==> config.mk <==
export PLATFORM = sky130hd
export DESIGN_NAME = bank_row_tracker
export DESIGN_NICKNAME = d
export VERILOG_FILES = /design/src/rtl/brt_pkg.sv /design/src/rtl/brt_addr_split.sv /design/src/rtl/brt_bank_slot.sv /design/src/rtl/brt_nack_monitor.sv /design/src/rtl/bank_row_tracker.sv
export SDC_FILE = /design/constraint.sdc
export NUM_CORES = 1
export LEC_CHECK = 0
export ABC_AREA = 1
export BUFFER_PORTS_ARGS = -buffer_cell sky130_fd_sc_hd__buf_2
export CORE_AREA = 3 3 121 123
export DETAILED_ROUTE_END_ITERATION = 8
export DIE_AREA = 0 0 124 126
export HOLD_SLACK_MARGIN = 0.1
export PLACE_DENSITY = 0.79
export SETUP_SLACK_MARGIN = 0.05
export SLEW_MARGIN = 20
export SYNTH_ARGS = -nofsm -noshare
export SYNTH_HDL_FRONTEND = slang
export SYNTH_SLANG_ARGS = --single-unit
==> constraint.sdc <==
create_clock -name clk -period 5.95 [get_ports clk]
set_clock_uncertainty 0.15 [all_clocks]
set_input_delay 0.595 -clock clk [delete_from_list [all_inputs] [get_ports clk]]
set_output_delay 0.595 -clock clk [all_outputs]
set_load 0.005 [all_outputs]
==> src/rtl/brt_pkg.sv <==
package brt_pkg;

  typedef enum logic [1:0] {
    KIND_HIT        = 2'd0,
    KIND_MISS_CLEAN = 2'd1,
    KIND_MISS_DIRTY = 2'd2
  } pred_kind_t;

endpackage

==> src/rtl/brt_addr_split.sv <==
module brt_addr_split #(
  parameter int ADDR_W    = 26,
  parameter int BANK_LSB  = 20,
  parameter int ROW_LSB   = 11,
  parameter int NUM_BANKS = 8,
  localparam int IDX_W    = (NUM_BANKS > 1) ? $clog2(NUM_BANKS) : 1,
  localparam int ROW_W    = BANK_LSB - ROW_LSB,
  localparam int UPPER_W  = ADDR_W - BANK_LSB
) (
  input  logic [ADDR_W-1:0] addr_i,
  output logic              tracked_o,
  output logic [IDX_W-1:0]  bank_o,
  output logic [ROW_W-1:0]  row_o
);

  logic [UPPER_W-1:0] upper;
  logic               unused_col_bits;

  always_comb begin
    upper           = addr_i[ADDR_W-1:BANK_LSB];
    tracked_o       = (upper < UPPER_W'(NUM_BANKS));
    bank_o          = addr_i[BANK_LSB +: IDX_W];
    row_o           = addr_i[BANK_LSB-1:ROW_LSB];
    unused_col_bits = ^addr_i[ROW_LSB-1:0];
  end

endmodule

==> src/rtl/brt_bank_slot.sv <==
module brt_bank_slot
  import brt_pkg::*;
#(
  parameter int ROW_W      = 9,
  parameter int CLEAN_WAIT = 10,
  parameter int DIRTY_WAIT = 16,
  localparam int WAIT_W    = $clog2(DIRTY_WAIT + 1)
) (
  input  logic             clk,
  input  logic             rst_n,
  input  logic             issue_en,
  input  logic             issue_wr,
  input  logic [ROW_W-1:0] probe_row,
  input  logic             resp_en,
  input  logic             clear_all,
  output logic             valid_o,
  output logic             dirty_o,
  output logic             busy_o,
  output logic             expect_o,
  output pred_kind_t       kind_o
);

  logic              valid_q, valid_n;
  logic              dirty_q, dirty_n;
  logic              expect_q, expect_n;
  logic [ROW_W-1:0]  row_q;
  logic [WAIT_W-1:0] cnt_q, cnt_n;
  logic              accept, is_hit, row_ld, state_en;

  always_comb begin
    is_hit = valid_q && (row_q == probe_row);
    if (is_hit)       kind_o = KIND_HIT;
    else if (dirty_q) kind_o = KIND_MISS_DIRTY;
    else              kind_o = KIND_MISS_CLEAN;
  end

  always_comb begin
    accept   = issue_en && (cnt_q == '0);
    valid_n  = valid_q;
    dirty_n  = dirty_q;
    expect_n = expect_q;
    row_ld   = 1'b0;
    cnt_n    = (cnt_q != '0) ? cnt_q - 1'b1 : cnt_q;
    if (resp_en) expect_n = 1'b0;
    if (accept) begin
      if (is_hit) begin
        dirty_n = dirty_q | issue_wr;
      end else begin
        row_ld   = 1'b1;
        valid_n  = 1'b1;
        dirty_n  = 1'b0;
        expect_n = 1'b1;
        cnt_n    = dirty_q ? WAIT_W'(DIRTY_WAIT) : WAIT_W'(CLEAN_WAIT);
      end
    end
    if (clear_all) begin
      valid_n = 1'b0;
      dirty_n = 1'b0;
    end
    state_en = accept || resp_en || clear_all;
  end

  always_ff @(posedge clk or negedge rst_n) begin
    if (!rst_n) begin
      valid_q  <= 1'b0;
      dirty_q  <= 1'b0;
      expect_q <= 1'b0;
    end else if (state_en) begin
      valid_q  <= valid_n;
      dirty_q  <= dirty_n;
      expect_q <= expect_n;
    end
  end

  always_ff @(posedge clk or negedge rst_n) begin
    if (!rst_n)      row_q <= '0;
    else if (row_ld) row_q <= probe_row;
  end

  always_ff @(posedge clk or negedge rst_n) begin
    if (!rst_n) cnt_q <= '0;
    else        cnt_q <= cnt_n;
  end

  assign valid_o  = valid_q;
  assign dirty_o  = dirty_q;
  assign busy_o   = (cnt_q != '0);
  assign expect_o = expect_q;

endmodule

==> src/rtl/brt_nack_monitor.sv <==
module brt_nack_monitor (
  input  logic clk,
  input  logic rst_n,
  input  logic resp_valid,
  input  logic resp_ack,
  input  logic resp_tracked,
  input  logic resp_expected,
  input  logic clear,
  output logic err_o
);

  logic err_q, err_n, err_en, surprise;

  always_comb begin
    surprise = resp_valid && !resp_ack && !(resp_tracked && resp_expected);
    err_en   = clear || surprise;
    err_n    = clear ? 1'b0 : 1'b1;
  end

  always_ff @(posedge clk or negedge rst_n) begin
    if (!rst_n)      err_q <= 1'b0;
    else if (err_en) err_q <= err_n;
  end

  assign err_o = err_q;

endmodule

==> src/rtl/bank_row_tracker.sv <==
module bank_row_tracker
  import brt_pkg::*;
#(
  parameter int ADDR_W     = 26,
  parameter int NUM_BANKS  = 8,
  parameter int BANK_LSB   = 20,
  parameter int ROW_LSB    = 11,
  parameter int CLEAN_WAIT = 10,
  parameter int DIRTY_WAIT = 16,
  localparam int WAIT_W    = $clog2(DIRTY_WAIT + 1),
  localparam int IDX_W     = (NUM_BANKS > 1) ? $clog2(NUM_BANKS) : 1,
  localparam int ROW_W     = BANK_LSB - ROW_LSB
) (
  input  logic                 clk,
  input  logic                 rst_n,
  input  logic                 req_valid,
  input  logic                 req_write,
  input  logic [ADDR_W-1:0]    req_addr,
  output logic                 pred_tracked,
  output logic                 pred_hit,
  output logic [WAIT_W-1:0]    pred_wait,
  output logic                 bank_busy,
  input  logic                 resp_valid,
  input  logic                 resp_ack,
  input  logic [ADDR_W-1:0]    resp_addr,
  input  logic                 status_wr,
  output logic [NUM_BANKS-1:0] status_valid,
  output logic [NUM_BANKS-1:0] status_dirty,
  output logic                 err_nack
);

  logic             req_tracked, resp_tracked;
  logic [IDX_W-1:0] req_bank, resp_bank;
  logic [ROW_W-1:0] req_row, resp_row_unused;

  logic [NUM_BANKS-1:0] busy_vec, expect_vec;
  pred_kind_t           kind_vec [NUM_BANKS];
  pred_kind_t           kind_sel;
  logic                 resp_expected;

  brt_addr_split #(
    .ADDR_W(ADDR_W), .BANK_LSB(BANK_LSB), .ROW_LSB(ROW_LSB), .NUM_BANKS(NUM_BANKS)
  ) u_req_split (
    .addr_i(req_addr), .tracked_o(req_tracked), .bank_o(req_bank), .row_o(req_row)
  );

  brt_addr_split #(
    .ADDR_W(ADDR_W), .BANK_LSB(BANK_LSB), .ROW_LSB(ROW_LSB), .NUM_BANKS(NUM_BANKS)
  ) u_resp_split (
    .addr_i(resp_addr), .tracked_o(resp_tracked), .bank_o(resp_bank), .row_o(resp_row_unused)
  );

  for (genvar g = 0; g < NUM_BANKS; g++) begin : g_bank
    logic issue_here, resp_here;
    assign issue_here = req_valid && req_tracked && (req_bank == IDX_W'(g));
    assign resp_here  = resp_valid && resp_tracked && (resp_bank == IDX_W'(g));

    brt_bank_slot #(
      .ROW_W(ROW_W), .CLEAN_WAIT(CLEAN_WAIT), .DIRTY_WAIT(DIRTY_WAIT)
    ) u_slot (
      .clk       (clk),
      .rst_n     (rst_n),
      .issue_en  (issue_here),
      .issue_wr  (req_write),
      .probe_row (req_row),
      .resp_en   (resp_here),
      .clear_all (status_wr),
      .valid_o   (status_valid[g]),
      .dirty_o   (status_dirty[g]),
      .busy_o    (busy_vec[g]),
      .expect_o  (expect_vec[g]),
      .kind_o    (kind_vec[g])
    );
  end

  always_comb begin
    kind_sel      = kind_vec[req_bank];
    resp_expected = expect_vec[resp_bank];
    pred_tracked  = req_tracked;
    pred_hit      = req_tracked && (kind_sel == KIND_HIT);
    bank_busy     = req_tracked && busy_vec[req_bank];
    pred_wait     = '0;
    if (req_tracked) begin
      case (kind_sel)
        KIND_MISS_CLEAN: pred_wait = WAIT_W'(CLEAN_WAIT);
        KIND_MISS_DIRTY: pred_wait = WAIT_W'(DIRTY_WAIT);
        default:         pred_wait = '0;
      endcase
    end
  end

  brt_nack_monitor u_nack (
    .clk           (clk),
    .rst_n         (rst_n),
    .resp_valid    (resp_valid),
    .resp_ack      (resp_ack),
    .resp_tracked  (resp_tracked),
    .resp_expected (resp_expected),
    .clear         (status_wr),
    .err_o         (err_nack)
  );

endmodule

==> flow_summary.toml, run 1 <==
[synthesis]
yosysSeqAreaShare = 0.435
synthDistinctLibCells = 44
synth_edf_count = 0
synth_common_cells = "nand2_1, dfrtp_1, inv_1"
synth_ff_type = "dfrtp_1"
postSynth.asyncResetShare = 1.00
synth_area_leader_cell = "dfrtp_1"
synth_cells = 1068
synth_top_area_frac = 0.435
syn_area_mm2 = 0.00788
synthTopCellsByArea = "dfrtp_1, nand2_1, inv_1"
yosysWarnings = 0
ys_ff_latch = 137
avgSynthCellArea_um2 = 7.38
synth.most_common_cell = "nand2_1"

[cts]
path_clk_slew_ps = 50
cts_tree = "yes"
clk_latency_ps = 430
cts_setup_buffers = 0
cts_made_buffers = 17
cts_root_buf = "clkbuf_16"
ctsHoldBuffers = 0
ctsResizeCount = 0
cts_num_sinks = 137
h-tree-depth = 4
cts_buffer_depth = 2

[sta]
slew_headroom = 0.403
period_needed_ps = 3330
slew_violations = 0
finalSetupTns_ps = 0
tightest_slew_ps = 896
setup_viol = 0
max_freq_mhz = 300
hold_violations = 0
rsz0062_at_grt = "false"
period_share = 0.560

[setup_path]
worstPathArrival_ps = 2590
cp_common_cell = "nand2_1"
rrSetupSlack_ps = 3580
cpMaxStageDelayCell = "inv_1"
path_cells = "buf_2 > inv_1 > nand2_1 > nand2_1 > nor2_1 > nand2_1 > o21ai_0 > nand2_1 > nand2_1 > nor2_1 > nand2_1 > nand2_1 > nor2_2 > buf_2"
timing.rr.end = "g_bank[4].u_slot.cnt_q[1]"
crit_type = "primary input to output port"
critPathMaxStageDelay_ps = 300
crit_fanout = 12
critPathBufInv = 3
r2r_start = "g_bank[4].u_slot.cnt_q[0]"
path_delay_family = "simple AND/OR/NAND/NOR gates"
worstSetupStartpointType = "primary input"
cp.required_ps = 5200
cp-end-kind = "output port"
ff2ff_path_depth = 8

[pwr]
irDropWorstVdd_mv = 0.305
power_leakage_nw = 4.28
p_total_mw = 2.81
power_density_mw_per_mm2 = 331

[floorplanning]
num_rows = 43
fp.dieW_um = 124
num_io_pins = 84
die_h_um = 126
fp.dieArea_mm2 = 0.0156
start_util = 0.572
coreArea_mm2 = 0.0138

[layout]
drive_gt1_frac = 0.131
fin_nets = 1153
antennaDiodeCount = 0
area_growth_pct = 7.84

[global_routing]
gr-total-overflow = 0
grt_pass1_wl_mm = 30.7
antenna_found_initial = 0
grt_use_total = 0.251
grt_pass1_vias = 6351
grt_max_degree = 96

[placement]
place.gp.congestion = 0.898
portBuffers = 50
dpl.hpwl_mm = 12.7

[drt]
drtIter0Drc = 502
routed_wl_mm = 18.1
first_pass_iters = 5
routed_via_density = 5.24
drc = 0
routedWlPerCell_um = 14.2
ant_nets = 0
num_vias = 6696

[flow_run]
max_cap_violations = 0

[hold_path]
min_path_type = "primary input to asynchronous set/reset pin"

[status]
status = "finished clean"
## how the worst max path moves through the flow
stage,to,from,depth (start not counted)
after CTS,pred_hit,req_addr[19],14
after global placement,pred_hit,req_addr[19],14
after floorplan,pred_wait[3],req_addr[12],13
final,pred_hit,req_addr[19],14
after detailed placement,pred_hit,req_addr[19],14
after global routing,pred_wait[4],req_addr[19],13
## state kept, by name, summed over array words and instances (netlist names)
| name | flops |
|---|---|
| g_bank.u_slot.row_q | 72 |
| g_bank.u_slot.cnt_q | 40 |
| g_bank.u_slot.dirty_o | 8 |
| g_bank.u_slot.expect_o | 8 |
| g_bank.u_slot.valid_o | 8 |
| u_nack.err_o | 1 |
## cell families (layout without fill, tap and decap cells)
family | after synthesis | after routing | synth area share
xor gates and xnor gates | 23 | 23 | 0.0256
adders and majority gates | 8 | 8 | 0.0127
DFF | 137 | 137 | 0.435
and+or+nand+nor | 552 | 552 | 0.299
buffers and inverters | 188 | 216 | 0.115
other | 1 | 2 | 0.000476
AOI/OAI and AO/OA | 159 | 159 | 0.113
## per-layer routing
metal,global-route usage,wire length [um],share of wire
met1,0.339,8310,0.46
met2,0.397,8360,0.46
met3,0.0615,1090,0.060
met4,0.0793,376,0.021
met5,0,0,0
## placed cells by master (no fill, tap or decap), types with 2 or more instances in the layout
cell       instances
o21ai_1           22
inv_2             14
o211ai_1           6
or2_1              4
nor3_1            13
buf_2             49
conb_1             2
a32o_1             4
clkbuf_1           6
ha_1               8
and3_1             4
nand4_1            6
clkbuf_16         17
nor2_1           117
xor2_1            17
or2_2              9
o21ai_0           85
nand2_1          333
nor2_2             8
dfrtp_1          137
nand2_2           10
nand3_1           29
o21bai_1           2
a21oi_1           24
o21ai_2           11
nor3b_1            2
clkbuf_8           4
xnor2_1            6
inv_1            118
inv_4              2
nor2_4            10
clkinv_2           3
## layout make-up
type	count	area (um^2)
clock inverter	3	15.0
fill	1284	5270
tap	180	225
sequential	137	3430
timing repair buffer	51	264
clock buffer	27	503
inverter	135	512
multi-input combinational	744	3550
## metrics by stage
stage	instance area, um^2	utilization	instances	setup slack (ps)	hold WS (ps)
after global placement	7980	0.580	1247	2720	309
after detailed placement	7980	0.580	1247	2700	323
after CTS	8500	0.617	1277	2690	142
after global routing	8500	0.617	1277	2330	159
final	8500	0.617	1277	2620	85.5
after floorplan	7890	-	1069	3450	149
## power by group
part	switching [mW]	total [mW]	leakage, nW	internal, mW
logic	0.382	0.658	2.30	0.277
clock network	0.377	0.947	0.257	0.570
registers	0.115	1.21	1.72	1.09
(Power assumes the default switching activity.)
==> inputs of run 2 (changes only) <==
Settings changed: CORE_AREA 3 3 121 123 to 3 3 125 127, DIE_AREA 0 0 124 126 to 0 0 128 130, PLACE_DENSITY 0.79 to 0.77.
Clock period 5.95 ns to 2.7 ns, I/O delays scaled along.
==> flow_summary.toml, run 2 (same netlist as run 1, synthesis figures left out) <==
[sta]
period_needed_ps = 2520
slew_headroom = 0.658
period_share = 0.934
setup_viol = 0
tightest_slew_ps = 511
rsz0062_at_grt = "false"
slew_violations = 0
finalSetupTns_ps = 0
max_freq_mhz = 397
hold_violations = 0

[status]
status = "finished clean"

[floorplanning]
die_h_um = 130
coreArea_mm2 = 0.0145
fp.dieArea_mm2 = 0.0166
fp.dieW_um = 128
num_io_pins = 84
start_util = 0.542
num_rows = 44

[setup_path]
crit_fanout = 4
rrSetupSlack_ps = 510
cp-end-kind = "output port"
crit_type = "flop to output port"
worstPathArrival_ps = 2100
worstSetupStartpointType = "flop"
cp.required_ps = 2280

[placement]
placed_area_mm2 = 0.00811
dpl.hpwl_mm = 13.0
dp.cells = 1264
portBuffers = 50
place.gp.congestion = 0.890

[hold_path]
min_path_type = "primary input to flop"

[cts]
h-tree-depth = 4
cts_root_buf = "clkbuf_16"
cts_buffer_depth = 2
cts_tree = "yes"
cts_made_buffers = 17
clk_latency_ps = 430
cts_setup_buffers = 0
cts_num_sinks = 137
path_clk_slew_ps = 60

[drt]
ant_nets = 0
drtIter0Drc = 554
drc = 0
num_vias = 6805
routedWlPerCell_um = 14.7
routed_wl_mm = 19.3
routed_via_density = 5.19
first_pass_iters = 5

[global_routing]
grt_use_total = 0.246
grt_pass1_vias = 6520
grt_max_degree = 62
antenna_found_initial = 0
grt_pass1_wl_mm = 32.3
gr-total-overflow = 0

[layout]
drive_gt1_frac = 0.153
top_regs = "g_bank.u_slot.row_q (72), g_bank.u_slot.cnt_q (40)"
finalNonFillerCells = 1312
fin_nets = 1182
layout_commonest_cell = "nand2_1"
layout_common_cells = "nand2_1, dfrtp_1, inv_1"
antennaDiodeCount = 0
finish.utilization = 0.618
top_register = "g_bank.u_slot.row_q"
fin_area_mm2 = 0.00898
area_growth_pct = 14.0
largest_reg_flops = 72

[pwr]
irDropWorstVdd_mv = 0.483
power_density_mw_per_mm2 = 767
power_leakage_nw = 4.50

[flow_run]
max_cap_violations = 0
[run 2: what timing repair did]
action	in CTS	in global routing
endpoints found under the hold margin	125	0
resized for setup	0	10
endpoints found under the setup margin	0	3
hold buffers	16	0
[run 2: worst paths after layout]
path	from	end	cells past startpoint
worst max-delay path	g_bank[3].u_slot.row_q[4]	pred_hit	12
worst min-delay path	req_addr[14]	g_bank[4].u_slot.row_q[3]	3
worst max register to register	g_bank[6].u_slot.cnt_q[0]	g_bank[6].u_slot.cnt_q[1]	10
worst min register to register	g_bank[4].u_slot.row_q[3]	g_bank[4].u_slot.row_q[3]	2
max in group asynchronous	rst_n	g_bank[7].u_slot.cnt_q[4]	3
min in group asynchronous	rst_n	g_bank[6].u_slot.cnt_q[2]	2
[run 2: routing by layer]
layer	part of all wire	track usage	vias to the layer above
met1	0.46	0.326	3176
met4	0.018	0.0799	0
met3	0.052	0.0508	31
met2	0.47	0.406	194
met5	0	0	-
li1	-	-	3404
[run 2: worst max-delay path, stage by stage, from the launching register on]
cell	delay, ps
dfrtp_1	400
xnor2_1	220
nand3_1	130
nor2_2	150
nand2_2	110
nand2_1	110
nand2_1	70
nand2_1	80
inv_1	40
nand2_1	60
nand2_1	80
nor2_2	110
buf_2	110
[run 2: power breakdown]
group | internal [mW] | leakage, nW | switching [mW]
sequential | 2.41 | 1.72 | 0.259
clock | 1.80 | 0.332 | 0.896
combinational | 0.660 | 2.44 | 0.867
[run 2: per-stage QoR]
| stage | total power [mW] | setup slack, ps | hold slack (ps) |
|---|---|---|---|
| 6_report | 6.89 | 179 | 119 |
| 5_1_grt | 7.30 | 56.7 | 139 |
| 4_1_cts | 6.90 | 101 | 107 |
| 3_5_place_dp | 4.17 | 377 | 86.7 |
| 3_3_place_gp | 4.08 | 375 | 91.5 |
| 2_1_floorplan | 3.81 | 811 | -176 |
[run 2: cell type report]
class	count	area [um^2]
clock inverter	12	219
inverter	135	512
tap	184	230
sequential	137	3430
fill	1300	5550
multi-input combinational	744	3580
clock buffer	20	467
timing repair buffer	80	547
